===== src/rtl/enc_pkg.sv =====
// Shared types and helpers for the rotary encoder velocity filter.
// Assumes the forward Gray order 00 -> 01 -> 11 -> 10 -> 00 on {a, b}.
package enc_pkg;

    // One decoded pin transition: valid marks a legal move, up its direction.
    typedef struct packed {
        logic valid;
        logic up;
    } enc_step_t;

    // Forward successor of a Gray code in the encoder sequence.
    function automatic logic [1:0] gray_fwd(input logic [1:0] code);
        case (code)
            2'b00:   gray_fwd = 2'b01;
            2'b01:   gray_fwd = 2'b11;
            2'b11:   gray_fwd = 2'b10;
            default: gray_fwd = 2'b00;
        endcase
    endfunction

endpackage


===== src/rtl/enc_gray_decoder.sv =====
// Synchronizes the two encoder pins and decodes single-bit Gray moves.
// Assumes each pin level is stable for at least two clocks and that the
// pins rest at 00 when reset is released.
// A change of both bits in one sample is dropped.
module enc_gray_decoder
    import enc_pkg::*;
(
    input  logic      clk,
    input  logic      rst_n,
    input  logic      pin_a,
    input  logic      pin_b,
    output enc_step_t step
);

    logic [1:0] meta_q;
    logic [1:0] sync_q;
    logic [1:0] prev_q;
    logic [2:0] fill_q;
    logic [1:0] moved;
    logic       legal;

    // Which pin bits changed since the previous sample.
    assign moved = sync_q ^ prev_q;
    // A legal move changes exactly one bit, once the pipe holds real samples.
    assign legal = fill_q[2] && (moved == 2'b01 || moved == 2'b10);

    // Two-flop synchronizer, previous-sample register and fill tracker.
    always_ff @(posedge clk) begin
        if (!rst_n) begin
            meta_q <= 2'b00;
            sync_q <= 2'b00;
            prev_q <= 2'b00;
            fill_q <= 3'b000;
        end else begin
            meta_q <= {pin_a, pin_b};
            sync_q <= meta_q;
            prev_q <= sync_q;
            fill_q <= {fill_q[1:0], 1'b1};
        end
    end

    // Register one decoded step per legal transition.
    always_ff @(posedge clk) begin
        if (!rst_n) begin
            step <= '0;
        end else begin
            step.valid <= legal;
            step.up    <= (gray_fwd(prev_q) == sync_q);
        end
    end

    // A double-bit change in one sample never yields a step.
    assert_no_double_R3: assert property (@(posedge clk) disable iff (!rst_n)
        (fill_q[2] && moved == 2'b11) |=> !step.valid);

endmodule


===== src/rtl/enc_hyst_counter.sv =====
// Signed transition counter with a symmetric hysteresis band.
// Emits one signed detent step when the count reaches +/-HYST and then
// recenters. Motion that stays inside the band emits nothing.
module enc_hyst_counter
    import enc_pkg::*;
#(
    parameter int HYST = 4
) (
    input  logic      clk,
    input  logic      rst_n,
    input  enc_step_t step,
    output logic      det_valid,
    output logic      det_up
);

    localparam int CW = $clog2(HYST) + 2;
    localparam logic signed [CW-1:0] HI  = CW'(HYST);
    localparam logic signed [CW-1:0] LO  = -HI;
    localparam logic signed [CW-1:0] ONE = CW'(1);

    logic signed [CW-1:0] cnt_q;
    logic signed [CW-1:0] cnt_nxt;

    // Candidate count after the current transition.
    assign cnt_nxt = step.up ? cnt_q + ONE : cnt_q - ONE;

    // Move the count, and recenter and emit when a band edge is reached.
    always_ff @(posedge clk) begin
        if (!rst_n) begin
            cnt_q     <= '0;
            det_valid <= 1'b0;
            det_up    <= 1'b0;
        end else if (step.valid) begin
            if (cnt_nxt == HI || cnt_nxt == LO) begin
                cnt_q     <= '0;
                det_valid <= 1'b1;
                det_up    <= step.up;
            end else begin
                cnt_q     <= cnt_nxt;
                det_valid <= 1'b0;
            end
        end else begin
            det_valid <= 1'b0;
        end
    end

    // The count always stays strictly inside the band.
    assert_band_R4: assert property (@(posedge clk) disable iff (!rst_n)
        (cnt_q < HI) && (cnt_q > LO));

    // A detent step is only ever produced by an incoming transition.
    assert_emit_cause_R4: assert property (@(posedge clk) disable iff (!rst_n)
        det_valid |-> $past(step.valid));

endmodule


===== src/rtl/enc_rate_accum.sv =====
// Clock-enable dividers for the audio and UI ticks, plus the two-level
// accumulate-and-subsample chain. vel is the net detent count of the
// UI window that ends in the cycle where ui_tick is high.
// Assumes AUD_DIV >= 2 and UI_DIV >= 1.
module enc_rate_accum #(
    parameter int AUD_DIV = 4167,
    parameter int UI_DIV  = 3429,
    parameter int VW      = 12
) (
    input  logic                 clk,
    input  logic                 rst_n,
    input  logic                 det_valid,
    input  logic                 det_up,
    output logic                 ui_tick,
    output logic signed [VW-1:0] vel
);

    localparam int ACW = (AUD_DIV > 1) ? $clog2(AUD_DIV) : 1;
    localparam int UCW = (UI_DIV > 1) ? $clog2(UI_DIV) : 1;
    localparam logic signed [VW-1:0] ONE = VW'(1);

    logic [ACW-1:0]       aud_cnt_q;
    logic [UCW-1:0]       ui_cnt_q;
    logic                 aud_tick;
    logic signed [VW-1:0] delta;
    logic signed [VW-1:0] aud_acc_q;
    logic signed [VW-1:0] ui_acc_q;
    logic signed [VW-1:0] aud_sum;

    // Tick decode from the divider counters.
    assign aud_tick = (aud_cnt_q == ACW'(AUD_DIV - 1));
    assign ui_tick  = aud_tick && (ui_cnt_q == UCW'(UI_DIV - 1));

    // Signed contribution of this cycle's detent step.
    assign delta   = det_valid ? (det_up ? ONE : -ONE) : '0;
    // Running sums that include this cycle, so no step is dropped at a tick.
    assign aud_sum = aud_acc_q + delta;
    assign vel     = ui_acc_q + aud_sum;

    // Audio divider counts clocks and UI divider counts audio ticks.
    always_ff @(posedge clk) begin
        if (!rst_n) begin
            aud_cnt_q <= '0;
            ui_cnt_q  <= '0;
        end else if (aud_tick) begin
            aud_cnt_q <= '0;
            ui_cnt_q  <= (ui_cnt_q == UCW'(UI_DIV - 1)) ? '0 : ui_cnt_q + UCW'(1);
        end else begin
            aud_cnt_q <= aud_cnt_q + ACW'(1);
        end
    end

    // Accumulate steps per audio tick, then audio sums per UI tick.
    always_ff @(posedge clk) begin
        if (!rst_n) begin
            aud_acc_q <= '0;
            ui_acc_q  <= '0;
        end else if (aud_tick) begin
            aud_acc_q <= '0;
            ui_acc_q  <= ui_tick ? '0 : vel;
        end else begin
            aud_acc_q <= aud_sum;
        end
    end

    // The UI tick never fires on two consecutive clocks.
    assert_tick_gap_R6: assert property (@(posedge clk) disable iff (!rst_n)
        ui_tick |=> !ui_tick);

endmodule


===== src/rtl/enc_vel_shaper.sv =====
// Applies the quadratic velocity gain (GAIN_LIN*|v| + GAIN_QUAD*v^2) >> FRAC,
// clamps the magnitude to LIMIT, restores the sign and registers the
// result with a one-cycle strobe. Assumes LIMIT < 2**(OW-1).
module enc_vel_shaper #(
    parameter int VW        = 12,
    parameter int OW        = 8,
    parameter int GAIN_LIN  = 4,
    parameter int GAIN_QUAD = 1,
    parameter int FRAC      = 2,
    parameter int LIMIT     = 20
) (
    input  logic                 clk,
    input  logic                 rst_n,
    input  logic                 ui_tick,
    input  logic signed [VW-1:0] vel,
    output logic signed [OW-1:0] step_out,
    output logic                 step_vld
);

    localparam int PW = 2 * VW + 16;
    localparam logic signed [OW-1:0] LIM_S = OW'(LIMIT);

    logic [VW-1:0]        mag;
    logic [PW-1:0]        poly;
    logic [PW-1:0]        scaled;
    logic [PW-1:0]        lim_mag;
    logic signed [OW-1:0] shaped;

    // Magnitude, polynomial, fixed-point scaling, clamp and re-signing.
    always_comb begin
        mag     = vel[VW-1] ? VW'(-vel) : VW'(vel);
        poly    = PW'(GAIN_LIN) * PW'(mag) + PW'(GAIN_QUAD) * PW'(mag) * PW'(mag);
        scaled  = poly >> FRAC;
        lim_mag = (scaled > PW'(LIMIT)) ? PW'(LIMIT) : scaled;
        shaped  = vel[VW-1] ? -OW'(lim_mag) : OW'(lim_mag);
    end

    // Output register, loaded only on a UI tick.
    always_ff @(posedge clk) begin
        if (!rst_n) begin
            step_out <= '0;
            step_vld <= 1'b0;
        end else begin
            step_vld <= ui_tick;
            if (ui_tick) begin
                step_out <= shaped;
            end
        end
    end

    // The output magnitude never exceeds the limit.
    assert_limit_R8: assert property (@(posedge clk) disable iff (!rst_n)
        (step_out <= LIM_S) && (step_out >= -LIM_S));

    // A nonzero output carries the sign of the window velocity.
    assert_sign_R7: assert property (@(posedge clk) disable iff (!rst_n)
        (step_vld && step_out != '0) |-> (step_out[OW-1] == $past(vel[VW-1])));

    // The strobe lasts a single cycle.
    assert_vld_pulse_R6: assert property (@(posedge clk) disable iff (!rst_n)
        step_vld |=> !step_vld);

    // The output holds its value between strobes.
    assert_hold_R6: assert property (@(posedge clk) disable iff (!rst_n)
        !step_vld |-> $stable(step_out));

endmodule


===== src/rtl/rotary_vel_filter.sv =====
// Top level: encoder pins -> Gray decoder -> hysteresis counter ->
// audio/UI accumulate chain -> velocity shaper -> strobed signed step.
// Assumes asynchronous pins with levels held for at least two clocks.
module rotary_vel_filter
    import enc_pkg::*;
#(
    parameter int HYST      = 4,
    parameter int AUD_DIV   = 4167,
    parameter int UI_DIV    = 3429,
    parameter int VW        = 12,
    parameter int OW        = 8,
    parameter int GAIN_LIN  = 4,
    parameter int GAIN_QUAD = 1,
    parameter int FRAC      = 2,
    parameter int LIMIT     = 20
) (
    input  logic                 clk,
    input  logic                 rst_n,
    input  logic                 enc_a,
    input  logic                 enc_b,
    output logic signed [OW-1:0] step_out,
    output logic                 step_vld
);

    enc_step_t            step;
    logic                 det_valid;
    logic                 det_up;
    logic                 ui_tick;
    logic signed [VW-1:0] vel;

    enc_gray_decoder u_dec (
        .clk   (clk),
        .rst_n (rst_n),
        .pin_a (enc_a),
        .pin_b (enc_b),
        .step  (step)
    );

    enc_hyst_counter #(.HYST(HYST)) u_hyst (
        .clk       (clk),
        .rst_n     (rst_n),
        .step      (step),
        .det_valid (det_valid),
        .det_up    (det_up)
    );

    enc_rate_accum #(.AUD_DIV(AUD_DIV), .UI_DIV(UI_DIV), .VW(VW)) u_acc (
        .clk       (clk),
        .rst_n     (rst_n),
        .det_valid (det_valid),
        .det_up    (det_up),
        .ui_tick   (ui_tick),
        .vel       (vel)
    );

    enc_vel_shaper #(
        .VW(VW), .OW(OW), .GAIN_LIN(GAIN_LIN), .GAIN_QUAD(GAIN_QUAD),
        .FRAC(FRAC), .LIMIT(LIMIT)
    ) u_shape (
        .clk      (clk),
        .rst_n    (rst_n),
        .ui_tick  (ui_tick),
        .vel      (vel),
        .step_out (step_out),
        .step_vld (step_vld)
    );

endmodule


===== config.mk =====
export PLATFORM = sky130hd
export DESIGN_NAME = rotary_vel_filter
export DESIGN_NICKNAME = d
export VERILOG_FILES = /design/src/rtl/enc_pkg.sv /design/src/rtl/enc_gray_decoder.sv /design/src/rtl/enc_hyst_counter.sv /design/src/rtl/enc_rate_accum.sv /design/src/rtl/enc_vel_shaper.sv /design/src/rtl/rotary_vel_filter.sv
export SDC_FILE = /design/constraint.sdc
export NUM_CORES = 1
export LEC_CHECK = 0
export ABC_AREA = 0
export BUFFER_PORTS_ARGS = -buffer_cell sky130_fd_sc_hd__buf_2
export CORE_ASPECT_RATIO = 0.9
export CORE_UTILIZATION = 60
export DETAILED_ROUTE_END_ITERATION = 7
export MAX_ROUTING_LAYER = met4
export PLACE_DENSITY = 0.86
export SYNTH_ARGS = -nofsm -noshare
export SYNTH_HDL_FRONTEND = slang
export SYNTH_SLANG_ARGS = --single-unit

===== constraint.sdc =====
create_clock -name clk -period 15.55 [get_ports clk]
set_input_delay 3.11 -clock clk [delete_from_list [all_inputs] [get_ports clk]]
set_output_delay 3.11 -clock clk [all_outputs]
set_load 0.05 [all_outputs]

== Yosys cells after proc, flatten, opt, wreduce, memory -nomap -nowiden ==
Index checks and enable logic that the tools add are counted.

* Bits in registers: 75
* Bits of input ports: 4
* Word-level logic and storage cells: 59

* Add/sub/neg operators: 9
* Multipliers: 1
* $lt $le $gt $ge: 1
* Equal/unequal tests: 9
* Multiplexer cells: 13
* Bitwise logic cells: 2
* Reductions and logical operators: 8

{| class="wikitable"
|+ Operator list
! operator !! count
|-
| two-way mux 12 bit || 5
|-
| adder 14 x 24 -> 25 bit || 1
|-
| adder 12 bit || 2
|-
| greater-than comparator 24 x 5 -> 1 bit (second input constant) || 1
|-
| multiplier 12 x 12 -> 24 bit || 1
|-
| two-way mux 8 bit || 2
|-
| adder 13 x 1 -> 13 bit (second input constant) || 1
|-
| equality test 13 bit (second input constant) || 1
|-
| adder 12 x 1 -> 12 bit (second input constant) || 1
|-
| equality test 12 bit (second input constant) || 1
|-
| negator 12 bit || 1
|-
| two-way mux 4 bit || 2
|-
| negator 8 bit || 1
|-
| one-hot mux 2 bit (3 select lines) || 1
|-
| adder 4 x 2 -> 4 bit (second input constant) || 1
|-
| equality test 2 x 1 -> 1 bit (second input constant) || 2
|-
| equality test 2 bit (second input constant) || 2
|-
| equality test 4 x 3 -> 1 bit (second input constant) || 1
|-
| equality test 4 bit (second input constant) || 1
|-
| AND reduction 2 bit || 2
|-
| subtractor 4 x 2 -> 4 bit (second input constant) || 1
|-
| equality test 2 bit || 1
|-
| logical AND 1 bit || 2
|-
| logical NOT 2 bit || 1
|-
| other kinds (6) || 8
|}

== Longest topological paths before layout ==
Gate-level depths: netlist (run 1).

* Depth in word-level cells: 12
* Depth in mapped cells: 53
* Gate-level depth less buffers: 49

== By module ==
A second synthesis (run 1) with hierarchy kept.

* Cells, all modules: 963
* Area total of the unflattened synthesis: 8353.0 um^2

{| class="wikitable"
|+ Modules (own cells, without submodules)
! module !! instances !! cells each !! area each (um^2) !! seq. area each (um^2)
|-
| enc_vel_shaper || 1 || 602 || 5023.6 || 180.2
|-
| enc_rate_accum || 1 || 309 || 2750.1 || 980.9
|-
| enc_gray_decoder || 1 || 24 || 311.5 || 220.2
|-
| enc_hyst_counter || 1 || 28 || 267.8 || 100.1
|}

== Worst setup path before layout (run 1) ==
OpenSTA, ideal clock, no wires.

* Kind: flip-flop to flip-flop
* Start: register u_hyst.det_up
* End: register u_shape.step_out[2]
* Setup time: 0.117 ns
* Arrival: 11.079 ns
* Data required time: 15.433 ns
* Path slack: 4.354 ns
* Stages on the path, launching flop included: 46
* Buffers on the path: 4
* Period minus slack after synthesis: 11.196 ns
* Cells stage by stage: dfxtp_1 -> nand2b_1 -> clkbuf_1 -> clkbuf_1 -> buf_1 -> xnor2_1 -> ha_1 -> nor3_1 -> nor2_1 -> o21ai_0 -> nor4b_1 -> o21ai_0 -> xnor2_1 -> ha_1 -> a2111o_1 -> a41o_1 -> and3_1 -> o22a_4 -> (+10 left out) -> fa_1 -> inv_1 -> fa_1 -> inv_1 -> ha_1 -> o211ai_1 -> a21o_1 -> o21ai_0 -> nand4_1 -> o31ai_1 -> xor2_1 -> nor4_1 -> o31a_4 -> and2_2 -> nand2_1 -> ha_1 -> a311o_1 -> a32o_1

* Longest elaborated chain between the ends: 12

{| class="wikitable"
|+ Ends and longest elaborated chain
! item !! RTL line !! RTL
|-
| from (decl) || enc_hyst_counter.sv:13 || <nowiki>output logic det_up</nowiki>
|-
| from (signal assigned) || enc_hyst_counter.sv:37 || <nowiki>det_up <= step.up;</nowiki>
|-
| two-way mux 12 bit (*) (2 in series) || enc_rate_accum.sv:35 || <nowiki>assign delta = det_valid ? (det_up ? ONE : -ONE) : '0;</nowiki>
|-
| adder 12 bit (*) || enc_rate_accum.sv:37 || <nowiki>assign aud_sum = aud_acc_q + delta;</nowiki>
|-
| named net u_acc.aud_sum[8] || enc_rate_accum.sv:28 || <nowiki>logic signed [VW-1:0] aud_sum;</nowiki>
|-
| adder 12 bit (*) || enc_rate_accum.sv:38 || <nowiki>assign vel = ui_acc_q + aud_sum;</nowiki>
|-
| negator 12 bit || enc_vel_shaper.sv:31 || <nowiki>mag = vel[VW-1] ? VW'(-vel) : VW'(vel);</nowiki>
|-
| two-way mux 12 bit || enc_vel_shaper.sv:31 ||
|-
| multiplier 12 x 12 -> 24 bit || enc_vel_shaper.sv:32 || <nowiki>poly = PW'(GAIN_LIN) * PW'(mag) + PW'(GAIN_QUAD) * PW'(mag) * PW'(mag);</nowiki>
|-
| adder 14 x 24 -> 25 bit || enc_vel_shaper.sv:32 ||
|-
| greater-than comparator 24 x 5 -> 1 bit || enc_vel_shaper.sv:34 || <nowiki>lim_mag = (scaled > PW'(LIMIT)) ? PW'(LIMIT) : scaled;</nowiki>
|-
| two-way mux 8 bit || enc_vel_shaper.sv:34 ||
|-
| negator 8 bit || enc_vel_shaper.sv:35 || <nowiki>shaped = vel[VW-1] ? -OW'(lim_mag) : OW'(lim_mag);</nowiki>
|-
| two-way mux 8 bit (*) || enc_vel_shaper.sv:35 ||
|-
| to (signal assigned) || enc_vel_shaper.sv:46 || <nowiki>step_out <= shaped;</nowiki>
|-
| to (decl) || enc_vel_shaper.sv:16 || <nowiki>output logic signed [OW-1:0] step_out,</nowiki>
|}

Mark *: on every way through the listed nets, which the timed path passes. The rest lies on a longest branch.
A chain may end at the register's enable or synchronous reset.

== Worst setup path in the final report (run 1) ==
* Start: register u_hyst.det_up
* End: register u_shape.step_out[4]

The elaborated chain is that of the path after synthesis.

==> impl_metrics.csv, run 1 <==
group,metric,value,unit
detailed_routing,vias,7006,
job,max_cap_viol_count,0,
finish,final_cell_mix,"150 x inv_1, 108 x nor2_1, 94 x fa_1",
clocking,cts_tree,"built",
timing,setup_violations,0,
finish,fillers,1090,
setup_path,startpoint_type,"flop",
yosys,async_flop_share,0,%
floorplanning,num_io_pins,13,
clocking,clk_path_buf_depth,2,
yosys,synthAdderAreaFrac,33.3,%
clocking,cts_sinks,74,
setup_path,critPathArrivalTime,13.41,ns
finish,final_common_cell,"inv_1",
timing,finalSetupTns,0,ns
placement,portBuffers,12,
global_route,antenna_found_initial,0,
placement,pre_cts_ws,2.59,ns
setup_path,critPathBufInv,4,
finish,nNetsFinal,1184,
timing,fin_crit_sh,84.7,%
yosys,synth_top_family_by_area,"adder cells",
setup_path,critPathCaptureType,"flop",
yosys,ys.flop_type,"dfxtp_1",
timing,relSlewSlack,22.6,%
yosys,synth_edf_count,0,
placement,dpl.hpwl,15.1,mm
clocking,htree_levels,3,
floorplanning,dieHeight,116,um
global_route,grt_pass1_vias,7099,
finish,drive_above_1_share,7.02,%
detailed_routing,drt_first_pass_iters,6,
yosys,synthCells,998,
finish,num_antenna_cells,0,
clocking,cts_buffers,9,
detailed_routing,finalWirelength,18.7,mm
yosys,synthSimpleGateAreaFrac,20.2,%
setup_path,crit_start,"u_hyst.det_up$_SDFFE_PN0P_",
yosys,yosysTopAreaCell,"fa_1",
yosys,avgSynthCellArea,8.63,um^2
clocking,cts.repair.resized,0,
power_and_ir_drop,p_per_area,46.8,mW/mm^2
timing,setup_slack,2.38,ns
setup_path,worstPathMaxFanout,25,
worst_hold_path,hp-start,"u_dec.meta_q[0]$_SDFF_PN0_",
global_route,gr-usage-all-layers,28.4,%
floorplanning,rows,41,
power_and_ir_drop,p_leak,4.32,nW
setup_path,cp_slowest_cell,"xnor2_1",
yosys,ys_types,91,
yosys,synthMuxAreaShare,0.610,%
worst_hold_path,hold_class,"flop to flop",
floorplanning,dieArea,0.0148,mm^2
floorplanning,start_util,61.5,%
yosys,synth-seq-cells,74,
clocking,postCtsSetupRepairBufs,0,
yosys,syn-cell-area,0.00861,mm^2
yosys,ys_top_cells_by_area,"fa_1 22%, dfxtp_1 17%, ha_1 11%",
placement,routabilityCongestion,0.942,
setup_path,reg2reg_from,"u_hyst.det_up$_SDFFE_PN0P_",
clocking,path_clk_slew,0.06,ns
timing,fmax,75.9,MHz
yosys,synth_top_area_share,21.9,%
timing,hold_viol,0,
timing,finClkSkew,0.00605,ns
setup_path,cpMostUsedCell,"fa_1",
yosys,synth_xor_xnor_area_share,6.58,%
detailed_routing,drt-initial-drc-count,413,
detailed_routing,wire_per_inst,15.5,um
setup_path,critPathMaxStageDelay,0.86,ns
timing,period_needed,13.17,ns
clocking,clock_latency,0.34,ns
global_route,gr-total-overflow,0,
detailed_routing,ant_nets,0,
setup_path,path_class,"flop to flop",
global_route,grt_max_degree,26,
floorplanning,die_w,128,um
setup_path,crit_family,"simple AND/OR/NAND/NOR gates",
power_and_ir_drop,ir_drop,0.0000590,V
status,status,"finished clean",
timing,tightest_slew,1.16,ns
clocking,cts_root_buffer,"clkbuf_16",
power_and_ir_drop,finalPower,429,uW
timing,maxSlewViolCount,0,
yosys,ys_warn_count,0,
timing,rsz0062_at_grt,"no",
yosys,synth_compound_area_share,14.0,%
detailed_routing,routed_via_density,5.81,
global_route,grt_pass1_wl,32.5,mm
detailed_routing,drc,0,
floorplanning,fp.coreArea,0.0140,mm^2
clocking,cts-hold-fix-buffers,0,
finish,syn2layout_area_growth,6.32,%
yosys,synth-seq-area-share,17.2,%
setup_path,required,15.79,ns
==> area by class of cell <==
cell class | count | area, um^2 | area share, %
clock buffer | 9 | 225 | 2.46
sequential | 74 | 1480 | 16.2
tap | 193 | 241 | 2.64
timing repair buffer | 14 | 75.1 | 0.820
multi-input combinational | 753 | 6470 | 70.6
inverter | 155 | 582 | 6.36
clock inverter | 7 | 82.6 | 0.902
==> where the power goes <==
part | total [mW] | internal (mW) | switching [mW]
Combinational | 0.0227 | 0.00887 | 0.0138
Clock | 0.213 | 0.127 | 0.0863
Sequential | 0.193 | 0.192 | 0.00149
==> sequential cells by signal, summed over array words and instances (netlist names) <==
register          count
u_dec.sync_q          2
u_acc.ui_cnt_q       12
u_hyst.det_valid      1
u_acc.aud_cnt_q      13
u_acc.ui_acc_q       12
u_hyst.cnt_q          3
u_hyst.det_up         1
u_dec.prev_q          2
u_acc.aud_acc_q      12
u_dec.meta_q          2
u_dec.step            2
u_shape.step_vld      1
u_shape.step_out      8
u_dec.fill_q          3
==> through the flow <==
step                util (%)  instance area (um^2)  instances  hold WS [ns]
floorplan                  -                  8630       1004         0.412
global placement        63.2                  8850       1189         0.412
detailed placement      63.2                  8850       1189         0.417
CTS                     65.4                  9150       1205         0.427
global route            65.4                  9150       1205         0.471
finish                  65.4                  9150       1205         0.428
==> path summary, 6_finish.rpt <==
kind	cells after the start	slack, ns	endpoint
worst min register to register	1	0.43	u_dec.sync_q[0]$_SDFF_PN0_
worst max-delay path	43	2.38	u_shape.step_out[4]$_SDFFE_PN0P_
worst min-delay path	1	0.43	u_dec.sync_q[0]$_SDFF_PN0_
worst max register to register	43	2.38	u_shape.step_out[4]$_SDFFE_PN0P_
==> synth_stat cells, types with 8 or more instances <==
library cell and n:
inv_1 150, nor2_1 108, fa_1 94, ha_1 79
nand2_1 76, dfxtp_1 74, o21ai_0 42, xor2_1 34
a21oi_1 33, xnor2_1 27, nand3_1 23, and2_1 21
nor3_1 17, and3_1 13, clkbuf_1 12, nand4_1 12
a21o_1 10, a211oi_1 9, nor4_1 9, o211ai_1 9
nor2b_1 8
==> layer usage <==
layer / up-vias / wire (um) / track usage (%)
met1: 3393 / 7920 / 34.4
met5: - / 0 / -
met3: 43 / 1050 / 4.39
met4: 0 / 417 / 9.41
met2: 228 / 9330 / 48.6
li1: 3342 / - / -
==> kinds of logic (layout without fill, tap and decap cells) <==
kind of cell | after synthesis | after routing
simple gates | 338 | 338
buf+inv | 177 | 185
fa+ha+maj | 173 | 173
compound gates | 166 | 166
flops | 74 | 74
xor+xnor | 63 | 63
mux | 5 | 5
other cells | 2 | 8
(Power assumes the default switching activity.)
==> inputs of run 2 (changes only) <==
Settings changed: CORE_UTILIZATION 60 to 59, PLACE_DENSITY 0.86 to 0.88.
Clock period 15.55 ns to 12 ns, I/O delays scaled along.
==> impl_metrics.csv, run 2 (synthesized netlist as in run 1, its figures left out) <==
group,metric,value,unit
detailed_routing,vias,7226,
clocking,clk_path_buf_depth,2,
global_route,antenna_found_initial,0,
power_and_ir_drop,p_clk_share,49.9,%
global_route,grt_pass1_wl,33.2,mm
clocking,cts_sinks,74,
finish,syn2layout_area_growth,7.75,%
setup_path,critPathArrivalTime,11.55,ns
floorplanning,die_w,129,um
power_and_ir_drop,p_per_area,60.2,mW/mm^2
setup_path,cpMostUsedCell,"fa_1",
setup_path,critPathMaxStageDelay,0.58,ns
power_and_ir_drop,p_leak,4.36,nW
setup_path,crit_family,"adder cells",
clocking,cts-hold-fix-buffers,0,
status,status,"finished clean",
detailed_routing,drt-initial-drc-count,509,
detailed_routing,ant_nets,0,
setup_path,startpoint_type,"flop",
floorplanning,fp.coreArea,0.0141,mm^2
setup_path,path_class,"flop to flop",
timing,period_needed,11.32,ns
timing,relSlewSlack,26.0,%
finish,final_cell_mix,"150 x inv_1, 106 x nor2_1, 94 x fa_1",
placement,routabilityCongestion,0.911,
clocking,clock_latency,0.33,ns
finish,top_register,"u_acc.aud_cnt_q",
finish,nNetsFinal,1191,
power_and_ir_drop,p_sw,134,uW
floorplanning,num_io_pins,13,
timing,holdWs,0.438,ns
timing,tightest_slew,1.10,ns
power_and_ir_drop,p_int,425,uW
placement,dp.cells,1194,
timing,fin_crit_sh,94.4,%
setup_path,critPathBufInv,4,
clocking,cts_root_buffer,"clkbuf_16",
global_route,grt_max_degree,25,
finish,drive_above_1_share,8.54,%
floorplanning,dieArea,0.0151,mm^2
setup_path,cp_slowest_cell,"fa_1",
detailed_routing,wire_per_inst,16.4,um
worst_hold_path,hold_class,"flop to flop",
finish,final_common_cell,"inv_1",
power_and_ir_drop,netSwitchingFraction,23.9,%
detailed_routing,drt_first_pass_iters,5,
detailed_routing,drc,0,
placement,dpl.hpwl,15.4,mm
placement,portBuffers,12,
timing,setup_violations,0,
job,max_cap_viol_count,0,
global_route,gr-total-overflow,0,
detailed_routing,routed_via_density,5.96,
clocking,cts_buffers,9,
power_and_ir_drop,p_comb_share,5.3,%
finish,fin_util,65.8,%
timing,finClkSkew,0.00649,ns
setup_path,ff2ff_setup_slack,0.68,ns
finish,num_antenna_cells,0,
global_route,gr-usage-all-layers,28.8,%
floorplanning,start_util,61.0,%
floorplanning,rows,41,
setup_path,critPathCaptureType,"flop",
detailed_routing,finalWirelength,19.9,mm
setup_path,worstPathMaxFanout,10,
clocking,cts_tree,"built",
timing,fmax,88.3,MHz
clocking,htree_levels,3,
clocking,path_clk_slew,0.06,ns
finish,final-instance-count-excl-fill,1212,
power_and_ir_drop,pwr-share-seq,44.8,%
power_and_ir_drop,ir_drop,0.0000855,V
power_and_ir_drop,finalPower,559,uW
floorplanning,dieHeight,117,um
timing,finalSetupTns,0,ns
finish,largest_reg_flops,13,
setup_path,required,12.22,ns
timing,hold_viol,0,
timing,maxSlewViolCount,0,
global_route,grt_pass1_vias,7183,
-- run 2: stage by stage --
stage | setup WS (ns) | cell area (um^2)
after floorplan | 0.804 | 8630
after global placement | 0.683 | 8880
after detailed placement | 0.297 | 8880
after CTS | 0.112 | 9190
after global routing | -0.0363 | 9280
final | 0.676 | 9280
-- run 2: final cells by class --
cell class | instances | area, um^2
clock buffers | 9 | 225
clock inverters | 7 | 85.1
fillers | 1070 | 4830
inverters | 155 | 582
multi-input cells | 753 | 6530
flip-flops and latches | 74 | 1480
well taps | 193 | 241
repair buffers | 21 | 128
-- run 2: power by group through the flow --
stage,Combinational (mW),Sequential (mW),Clock [mW]
floorplan,0.0226,0.255,0
global placement,0.0279,0.255,0
detailed placement,0.0290,0.256,0
CTS,0.0295,0.250,0.281
global route,0.0338,0.250,0.293
finish,0.0296,0.250,0.279
-- run 2: worst paths after layout --
check / end / startpoint / cells after the start
worst min-delay path: u_dec.fill_q[2]$_SDFF_PN0_ / u_dec.fill_q[1]$_SDFF_PN0_ / 1
worst max-delay path: u_shape.step_out[4]$_SDFFE_PN0P_ / u_hyst.det_valid$_SDFF_PN0_ / 43
worst min register to register: u_dec.fill_q[2]$_SDFF_PN0_ / u_dec.fill_q[1]$_SDFF_PN0_ / 1
worst max register to register: u_shape.step_out[4]$_SDFFE_PN0P_ / u_hyst.det_valid$_SDFF_PN0_ / 43
-- run 2: repair_timing --
action | 4_1_cts | 5_1_grt
gates resized for setup | 0 | 14
endpoints found under the hold margin | 0 | 0
setup buffers | 0 | 2
setup endpoints to repair | 0 | 5
-- run 2: layer usage --
metal / global-route usage [%] / share of wire (%)
met2: 49.9 / 50
met3: 4.17 / 6.1
met4: 10.4 / 3.0
met5: - / 0
met1: 34.3 / 41
